`src/rtl/retire_pkg.sv`:
```
package retire_pkg;

  // Outcome of the commit decision for one cycle.
  typedef enum logic [1:0] {
    RET_NONE  = 2'd0,
    RET_ONE   = 2'd1,
    RET_TWO   = 2'd2,
    RET_FLUSH = 2'd3
  } ret_kind_e;

endpackage

```
`src/rtl/retire_ptrs.sv`:
```
module retire_ptrs #(
  parameter  int DEPTH = 8,
  localparam int IDX_W = $clog2(DEPTH),
  localparam int CNT_W = $clog2(DEPTH + 1)
) (
  input  logic             clk,
  input  logic             rst_n,
  input  logic             push,
  input  logic [1:0]       pop_n,
  input  logic             flush,
  output logic [IDX_W-1:0] head_q,
  output logic [IDX_W-1:0] tail_q,
  output logic [CNT_W-1:0] cnt_q,
  output logic             epoch_q,
  output logic             full
);

  logic [IDX_W-1:0] head_d, tail_d;
  logic [CNT_W-1:0] cnt_d;
  logic             epoch_d;

  function automatic logic [IDX_W-1:0] adv(input logic [IDX_W-1:0] p, input int unsigned n);
    int unsigned s;
    s = 32'(p) + n;
    if (s >= DEPTH) s = s - DEPTH;
    return s[IDX_W-1:0];
  endfunction

  assign full = (cnt_q == CNT_W'(DEPTH));

  always_comb begin
    head_d  = head_q;
    tail_d  = tail_q;
    cnt_d   = cnt_q;
    epoch_d = epoch_q;
    if (flush) begin
      head_d  = '0;
      tail_d  = '0;
      cnt_d   = '0;
      epoch_d = ~epoch_q;
    end else begin
      head_d = adv(head_q, 32'(pop_n));
      tail_d = adv(tail_q, 32'(push));
      cnt_d  = cnt_q + CNT_W'(push) - CNT_W'(pop_n);
    end
  end

  always_ff @(posedge clk or negedge rst_n) begin
    if (!rst_n) begin
      head_q  <= '0;
      tail_q  <= '0;
      cnt_q   <= '0;
      epoch_q <= 1'b0;
    end else begin
      head_q  <= head_d;
      tail_q  <= tail_d;
      cnt_q   <= cnt_d;
      epoch_q <= epoch_d;
    end
  end

  a_r2_no_overflow: assert property (@(posedge clk) disable iff (!rst_n)
    cnt_q <= CNT_W'(DEPTH))
    else $error("occupancy above depth");

  a_r2_no_push_full: assert property (@(posedge clk) disable iff (!rst_n)
    full |-> !push)
    else $error("allocation accepted while full");

  a_r6_flush_empties: assert property (@(posedge clk) disable iff (!rst_n)
    flush |=> (cnt_q == '0) && (head_q == '0) && (tail_q == '0))
    else $error("flush did not empty the buffer");

endmodule

```
`src/rtl/retire_entries.sv`:
```
module retire_entries #(
  parameter  int DEPTH  = 8,
  parameter  int DATA_W = 32,
  parameter  int AREG_W = 5,
  localparam int IDX_W  = $clog2(DEPTH)
) (
  input  logic              clk,
  input  logic              rst_n,
  input  logic              alloc_en,
  input  logic [IDX_W-1:0]  alloc_idx,
  input  logic [AREG_W-1:0] alloc_dest,
  input  logic              cmp_en,
  input  logic [IDX_W-1:0]  cmp_idx,
  input  logic [DATA_W-1:0] cmp_data,
  input  logic              cmp_exc,
  input  logic [DEPTH-1:0]  clr_mask,
  output logic [DEPTH-1:0]  valid_o,
  output logic [DEPTH-1:0]  done_o,
  output logic [DEPTH-1:0]  exc_o,
  output logic [AREG_W-1:0] dest_o [DEPTH],
  output logic [DATA_W-1:0] data_o [DEPTH]
);

  for (genvar g = 0; g < DEPTH; g++) begin : g_slot
    logic              v_q, v_d, d_q, d_d, e_q, e_d;
    logic              hit_a, hit_c;
    logic [AREG_W-1:0] dest_q;
    logic [DATA_W-1:0] data_q;

    assign hit_a = alloc_en && (alloc_idx == IDX_W'(g));
    assign hit_c = cmp_en   && (cmp_idx   == IDX_W'(g));

    always_comb begin
      v_d = v_q;
      d_d = d_q;
      e_d = e_q;
      if (clr_mask[g]) begin
        v_d = 1'b0;
        d_d = 1'b0;
        e_d = 1'b0;
      end
      if (hit_a) begin
        v_d = 1'b1;
        d_d = 1'b0;
        e_d = 1'b0;
      end
      if (hit_c) begin
        d_d = 1'b1;
        e_d = cmp_exc;
      end
    end

    always_ff @(posedge clk or negedge rst_n) begin
      if (!rst_n) begin
        v_q <= 1'b0;
        d_q <= 1'b0;
        e_q <= 1'b0;
      end else begin
        v_q <= v_d;
        d_q <= d_d;
        e_q <= e_d;
      end
    end

    // Temporary register payload: loaded under enable, no reset needed.
    always_ff @(posedge clk) begin
      if (hit_a) dest_q <= alloc_dest;
      if (hit_c) data_q <= cmp_data;
    end

    assign valid_o[g] = v_q;
    assign done_o[g]  = d_q;
    assign exc_o[g]   = e_q;
    assign dest_o[g]  = dest_q;
    assign data_o[g]  = data_q;

    a_r7_no_cmp_on_idle: assert property (@(posedge clk) disable iff (!rst_n)
      hit_c |-> v_q)
      else $error("completion written into an idle slot");
  end

endmodule

```
`src/rtl/retire_select.sv`:
```
module retire_select #(
  parameter  int DEPTH = 8,
  localparam int IDX_W = $clog2(DEPTH)
) (
  input  logic [IDX_W-1:0]         head,
  input  logic [DEPTH-1:0]         valid,
  input  logic [DEPTH-1:0]         done,
  input  logic [DEPTH-1:0]         exc,
  output retire_pkg::ret_kind_e    kind,
  output logic [IDX_W-1:0]         idx0,
  output logic [IDX_W-1:0]         idx1,
  output logic [DEPTH-1:0]         rel_mask
);
  import retire_pkg::*;

  logic ok0, ok1;

  assign idx0 = head;
  assign idx1 = (32'(head) == DEPTH - 1) ? '0 : head + 1'b1;
  assign ok0  = valid[idx0] && done[idx0];
  assign ok1  = valid[idx1] && done[idx1] && !exc[idx1];

  always_comb begin
    if (!ok0)           kind = RET_NONE;
    else if (exc[idx0]) kind = RET_FLUSH;
    else if (ok1)       kind = RET_TWO;
    else                kind = RET_ONE;
  end

  always_comb begin
    rel_mask = '0;
    if (kind == RET_FLUSH) begin
      rel_mask = valid;
    end else begin
      if (kind != RET_NONE) rel_mask[idx0] = 1'b1;
      if (kind == RET_TWO)  rel_mask[idx1] = 1'b1;
    end
  end

endmodule

```
`src/rtl/retire_order_unit.sv`:
```
module retire_order_unit #(
  parameter  int DEPTH  = 8,
  parameter  int DATA_W = 32,
  parameter  int AREG_W = 5,
  localparam int IDX_W  = $clog2(DEPTH),
  localparam int TAG_W  = IDX_W + 1,
  localparam int CNT_W  = $clog2(DEPTH + 1)
) (
  input  logic              clk,
  input  logic              rst_n,
  input  logic              alloc_valid,
  input  logic [AREG_W-1:0] alloc_dest,
  output logic              alloc_ready,
  output logic [TAG_W-1:0]  alloc_tag,
  input  logic              cmp_valid,
  input  logic [TAG_W-1:0]  cmp_tag,
  input  logic [DATA_W-1:0] cmp_data,
  input  logic              cmp_exc,
  output logic              wr0_en,
  output logic [AREG_W-1:0] wr0_addr,
  output logic [DATA_W-1:0] wr0_data,
  output logic              wr1_en,
  output logic [AREG_W-1:0] wr1_addr,
  output logic [DATA_W-1:0] wr1_data,
  output logic              exc_valid,
  output logic [TAG_W-1:0]  exc_tag,
  output logic [DEPTH-1:0]  free_mask
);
  import retire_pkg::*;

  logic [IDX_W-1:0]  head, tail, idx0, idx1, cmp_idx;
  logic [CNT_W-1:0]  cnt;
  logic              epoch, full, flush, push, cmp_hit;
  logic [1:0]        pop_n;
  logic [DEPTH-1:0]  v_q, d_q, e_q, rel_mask;
  logic [AREG_W-1:0] dest_q [DEPTH];
  logic [DATA_W-1:0] data_q [DEPTH];
  ret_kind_e         kind;

  assign flush   = (kind == RET_FLUSH);
  assign pop_n   = (kind == RET_TWO) ? 2'd2 : (kind == RET_ONE) ? 2'd1 : 2'd0;
  assign push    = alloc_valid && alloc_ready;
  assign cmp_idx = cmp_tag[IDX_W-1:0];
  assign cmp_hit = cmp_valid && (cmp_tag[IDX_W] == epoch) && v_q[cmp_idx] && !flush;

  retire_ptrs #(.DEPTH(DEPTH)) u_ptrs (
    .clk     (clk),
    .rst_n   (rst_n),
    .push    (push),
    .pop_n   (pop_n),
    .flush   (flush),
    .head_q  (head),
    .tail_q  (tail),
    .cnt_q   (cnt),
    .epoch_q (epoch),
    .full    (full)
  );

  retire_entries #(.DEPTH(DEPTH), .DATA_W(DATA_W), .AREG_W(AREG_W)) u_slots (
    .clk        (clk),
    .rst_n      (rst_n),
    .alloc_en   (push),
    .alloc_idx  (tail),
    .alloc_dest (alloc_dest),
    .cmp_en     (cmp_hit),
    .cmp_idx    (cmp_idx),
    .cmp_data   (cmp_data),
    .cmp_exc    (cmp_exc),
    .clr_mask   (rel_mask),
    .valid_o    (v_q),
    .done_o     (d_q),
    .exc_o      (e_q),
    .dest_o     (dest_q),
    .data_o     (data_q)
  );

  retire_select #(.DEPTH(DEPTH)) u_sel (
    .head     (head),
    .valid    (v_q),
    .done     (d_q),
    .exc      (e_q),
    .kind     (kind),
    .idx0     (idx0),
    .idx1     (idx1),
    .rel_mask (rel_mask)
  );

  assign alloc_ready = !full && !flush;
  assign alloc_tag   = {epoch, tail};
  assign wr0_en      = (kind == RET_ONE) || (kind == RET_TWO);
  assign wr0_addr    = dest_q[idx0];
  assign wr0_data    = data_q[idx0];
  assign wr1_en      = (kind == RET_TWO);
  assign wr1_addr    = dest_q[idx1];
  assign wr1_data    = data_q[idx1];
  assign exc_valid   = flush;
  assign exc_tag     = {epoch, idx0};
  assign free_mask   = rel_mask;

  a_r5_pair_needs_first: assert property (@(posedge clk) disable iff (!rst_n)
    wr1_en |-> wr0_en)
    else $error("second port committed without the first");

  a_r6_flush_blocks_write: assert property (@(posedge clk) disable iff (!rst_n)
    exc_valid |-> !wr0_en && !wr1_en)
    else $error("commit during exception report");

  a_r4_head_step: assert property (@(posedge clk) disable iff (!rst_n)
    (wr0_en && !wr1_en) |=> head == $past(idx1))
    else $error("single commit did not advance the oldest pointer by one");

  a_r3_commit_done: assert property (@(posedge clk) disable iff (!rst_n)
    wr0_en |-> v_q[head] && d_q[head])
    else $error("commit of an unfinished slot");

  a_r8_free_count: assert property (@(posedge clk) disable iff (!rst_n)
    !exc_valid |-> $countones(free_mask) == 32'(wr0_en) + 32'(wr1_en))
    else $error("release mask does not match commits");

endmodule

```
`config.mk`:
```
export PLATFORM = sky130hd
export DESIGN_NAME = retire_order_unit
export DESIGN_NICKNAME = d
export VERILOG_FILES = /design/src/rtl/retire_pkg.sv /design/src/rtl/retire_ptrs.sv /design/src/rtl/retire_entries.sv /design/src/rtl/retire_select.sv /design/src/rtl/retire_order_unit.sv
export SDC_FILE = /design/constraint.sdc
export NUM_CORES = 1
export LEC_CHECK = 0
export BUFFER_PORTS_ARGS = -buffer_cell sky130_fd_sc_hd__buf_2
export CAP_MARGIN = 20
export CORE_ASPECT_RATIO = 2
export CORE_MARGIN = 5
export CORE_UTILIZATION = 30
export CTS_CLUSTER_SIZE = 40
export DETAILED_ROUTE_END_ITERATION = 8
export PLACE_DENSITY = 0.47
export RECOVER_POWER = 50
export SLEW_MARGIN = 30
export SYNTH_ARGS = -nofsm -noshare
export SYNTH_HDL_FRONTEND = slang
export SYNTH_SLANG_ARGS = --single-unit
```
`constraint.sdc`:
```
create_clock -name clk -period 7 [get_ports clk]
set_input_delay 0.35 -clock clk [delete_from_list [all_inputs] [get_ports clk]]
set_output_delay 0.35 -clock clk [all_outputs]
set_load 0.01 [all_outputs]
```
==> metrics.txt <==
placed cell count=1798; Rows=118; ratio of cells with drive above 1 in the final layout=23.14%; leakage power=6.560 nW; WS Path Type=flop to output port; status=finished with violations; first-pass GRT wire length=72320 µm; Pwr per Cell Area=~500 nW/µm²; die height=between 300 and 400 µm; GRT Total Usage=17.18%; Synthesized Nets=between 1000 and 1500; most frequent cells in the layout=edfxtp_1 (296), nand2_1 (130), buf_2 (79), mux4_2 (76), mux2i_1 (70); initial antenna violation count=2; Vias=9919; post-route ant nets=0; clk slew on worst S/H paths=about 0.070 ns; library cells used by synthesis=between 50 and 60; CTS Buf Count=31; ys async rst share=10.57%; Worst Tran Pin Value=3.247 ns; Syn-to-layout area delta=15.89%; Worst Hold Class=input pin to flop; skew final=0.01883 ns; clk root buf=clkbuf_16; WL per Instance=about 27 µm; minimum clock period=approximately 5.4 ns; fmax=185.1 MHz; Hold Path End=u_slots.g_slot[2].data_q[1]; Worst R2R Setup Slack=1.71 ns; Worst slew margin=-116.5%; final wirelength=49700 µm; # nets final=1235; clk sinks=roughly 330; R2R cell count=11; vias in the first global route=between 10000 and 15000; cts repair resizes=0; gpl congestion=about 0.8; IO buf count=139; vias per cell=about 5.3; CTS H-Tree Depth=1; failing checks=max-capacitance violations, max-slew violations; # DRC=0; Setup Buffers After CTS=0; cell count after synthesis=1046; drt first pass iters=5; CP startpoint kind=flop; clk buf depth=3; Top FF cell, synth=edfxtp_1; crit end category=output port; worst r2r src=u_ptrs.head_q[0]; dpl ws=around 1.7 ns; CP Data Required Time=approximately 6.7 ns; MaxCap Viol Count=2; fillers=4991; RR Endpoint=u_slots.g_slot[3].data_q[28]; total grt overflow=0; pin count of the biggest net entering global routing=68; final slew viol count=75; Iteration-0 DRC Markers=629; post-route setup slack=1.598 ns; Die Area=57180 µm²; Clock Latency Late Sink=0.59 ns; RSZ-0062 raised after global routing=false; YS warnings=0; Post-Syn Area=15670 µm²; Fin. Hold Viols=0; hold depth=1; Critical Path Fanout Max=52; core area=51820 µm²; FF+latch count, synth=331; commonest non-fill, non-tap cell in the layout=edfxtp_1; final setup vio count=0; start point of the worst hold path=cmp_data[1]; Tcrit/Tclk final=77.17%; maximum VDD drop=about 0.00028 V; Avg Inst Size Synth=around 15 µm²; Worst Path Arrival=5.05 ns; Seq/Total Area, Yosys=62.31%; initial core utilization=a little under a third; DP Wirelength=32070 µm; Post-synth EDFFs=296; CTS tree=done; I/O pin cnt=140; Die Width=171.6 µm; setup tns final=0 ns; Non-Filler Instances=about 1900
==> cell usage after synthesis (21+ instances only) <==
cell type	instances	share of area (%)
clkbuf_1	28	0.67
mux2_2	39	2.8
buf_2	24	0.77
mux2i_1	70	4.5
mux4_2	76	11
dfrtp_1	35	5.6
o22ai_1	35	1.4
a22o_1	25	1.4
a21oi_1	59	1.9
nand2_1	130	3.1
a211o_1	21	1.2
edfxtp_1	296	57
==> flip-flops by register name, indices dropped and copies added, names as in the netlist <==
register and flops:
u_slots.g_slot.d_q 8, u_ptrs.head_q 3, u_slots.g_slot.e_q 8, u_slots.g_slot.dest_q 40, u_ptrs.epoch_q 1, u_ptrs.cnt_q 4, u_ptrs.tail_q 3, u_slots.g_slot.v_q 8
u_slots.g_slot.data_q 256
==> cell type report <==
class                      instances  area, µm²  area share, %
sequential                       331       9772          53.81
antenna                            2      5.005        0.02756
tap                              660      825.8          4.547
clock buffer                      43      880.8          4.850
inverter                          16      60.06         0.3307
clock inverter                    15      232.7          1.282
multi-input combinational        627       5565          30.65
timing repair buffer             165      818.3          4.506
==> how the worst max path moves through the flow <==
stage                startpoint                            to  slack [ns]  depth (start not counted)
3_3_place_gp   u_ptrs.head_q[0]  u_slots.g_slot[5].data_q[27]        1.76                         11
5_1_grt        u_ptrs.head_q[0]                  free_mask[4]        1.29                         13
3_5_place_dp   u_ptrs.head_q[0]  u_slots.g_slot[3].data_q[30]        1.69                         11
4_1_cts        u_ptrs.head_q[0]                  free_mask[4]        1.51                         13
6_report       u_ptrs.head_q[0]                  free_mask[4]        1.60                         13
2_1_floorplan  u_ptrs.head_q[0]         u_slots.g_slot[3].e_q        2.70                         13
==> routing by layer <==
layer  part of all wire (%)  global-route usage, %  up-vias  wire, µm
li1                       -                      -     4362         -
met1                     37                  19.05     5180     18410
met2                     56                  32.97      293     27650
met3                    3.8                  2.015       84      1888
met4                    3.5                  6.141        0      1751
met5                      0                      0        -         0
==> cell families (layout without fill, tap and decap cells) <==
group | Yosys count | count (layout) | share of synthesized area (%)
DFF | 331 | 331 | 62.31
and+or+nand+nor | 233 | 233 | 7.075
muxes | 187 | 187 | 18.46
AOI/OAI and AO/OA | 184 | 184 | 7.921
buffers and inverters | 88 | 239 | 2.443
adders and majority gates | 17 | 17 | 1.453
xor gates and xnor gates | 6 | 6 | 0.3354
other | 0 | 2 | 0
==> per-stage QoR <==
step / power [mW] / hold slack (ns) / cell area (µm²) / util [%]
6_report: 9.113 / 0.1320 / 18160 / 35.04
3_5_place_dp: 7.468 / 0.4746 / 17110 / 33.02
3_3_place_gp: 7.459 / 0.4637 / 17090 / 32.98
4_1_cts: 9.342 / 0.01460 / 18230 / 35.19
2_1_floorplan: 5.519 / 0.05441 / 15670 / -
5_1_grt: 9.636 / 0.1244 / 18160 / 35.04
==> repair_timing <==
action                                  CTS  global route
hold buffers                              1             0
endpoints found under the setup margin    0             0
hold endpoints to repair                 35             0
==> critical path, stage by stage, from the launching register on <==
cell	delay, ns
dfrtp_4	0.98
ha_1	0.27
ha_1	0.43
or2_4	0.43
nor3_1	0.08
o32ai_1	0.37
nor3_1	0.13
o21a_1	0.21
ha_1	0.24
buf_4	0.23
inv_1	0.41
nor2_1	0.07
a31oi_1	0.37
buf_2	0.22
==> report_power, final <==
part / switching [mW] / internal [mW] / leakage [nW] / total [mW]
combinational: 2.79 / 1.86 / 2.92 / 4.65
sequential: 0.280 / 2.34 / 3.10 / 2.62
clock: 0.770 / 1.07 / 0.533 / 1.84
total: 3.84 / 5.27 / 6.56 / 9.11
No activity file was read; power rests on OpenSTA's default activity.
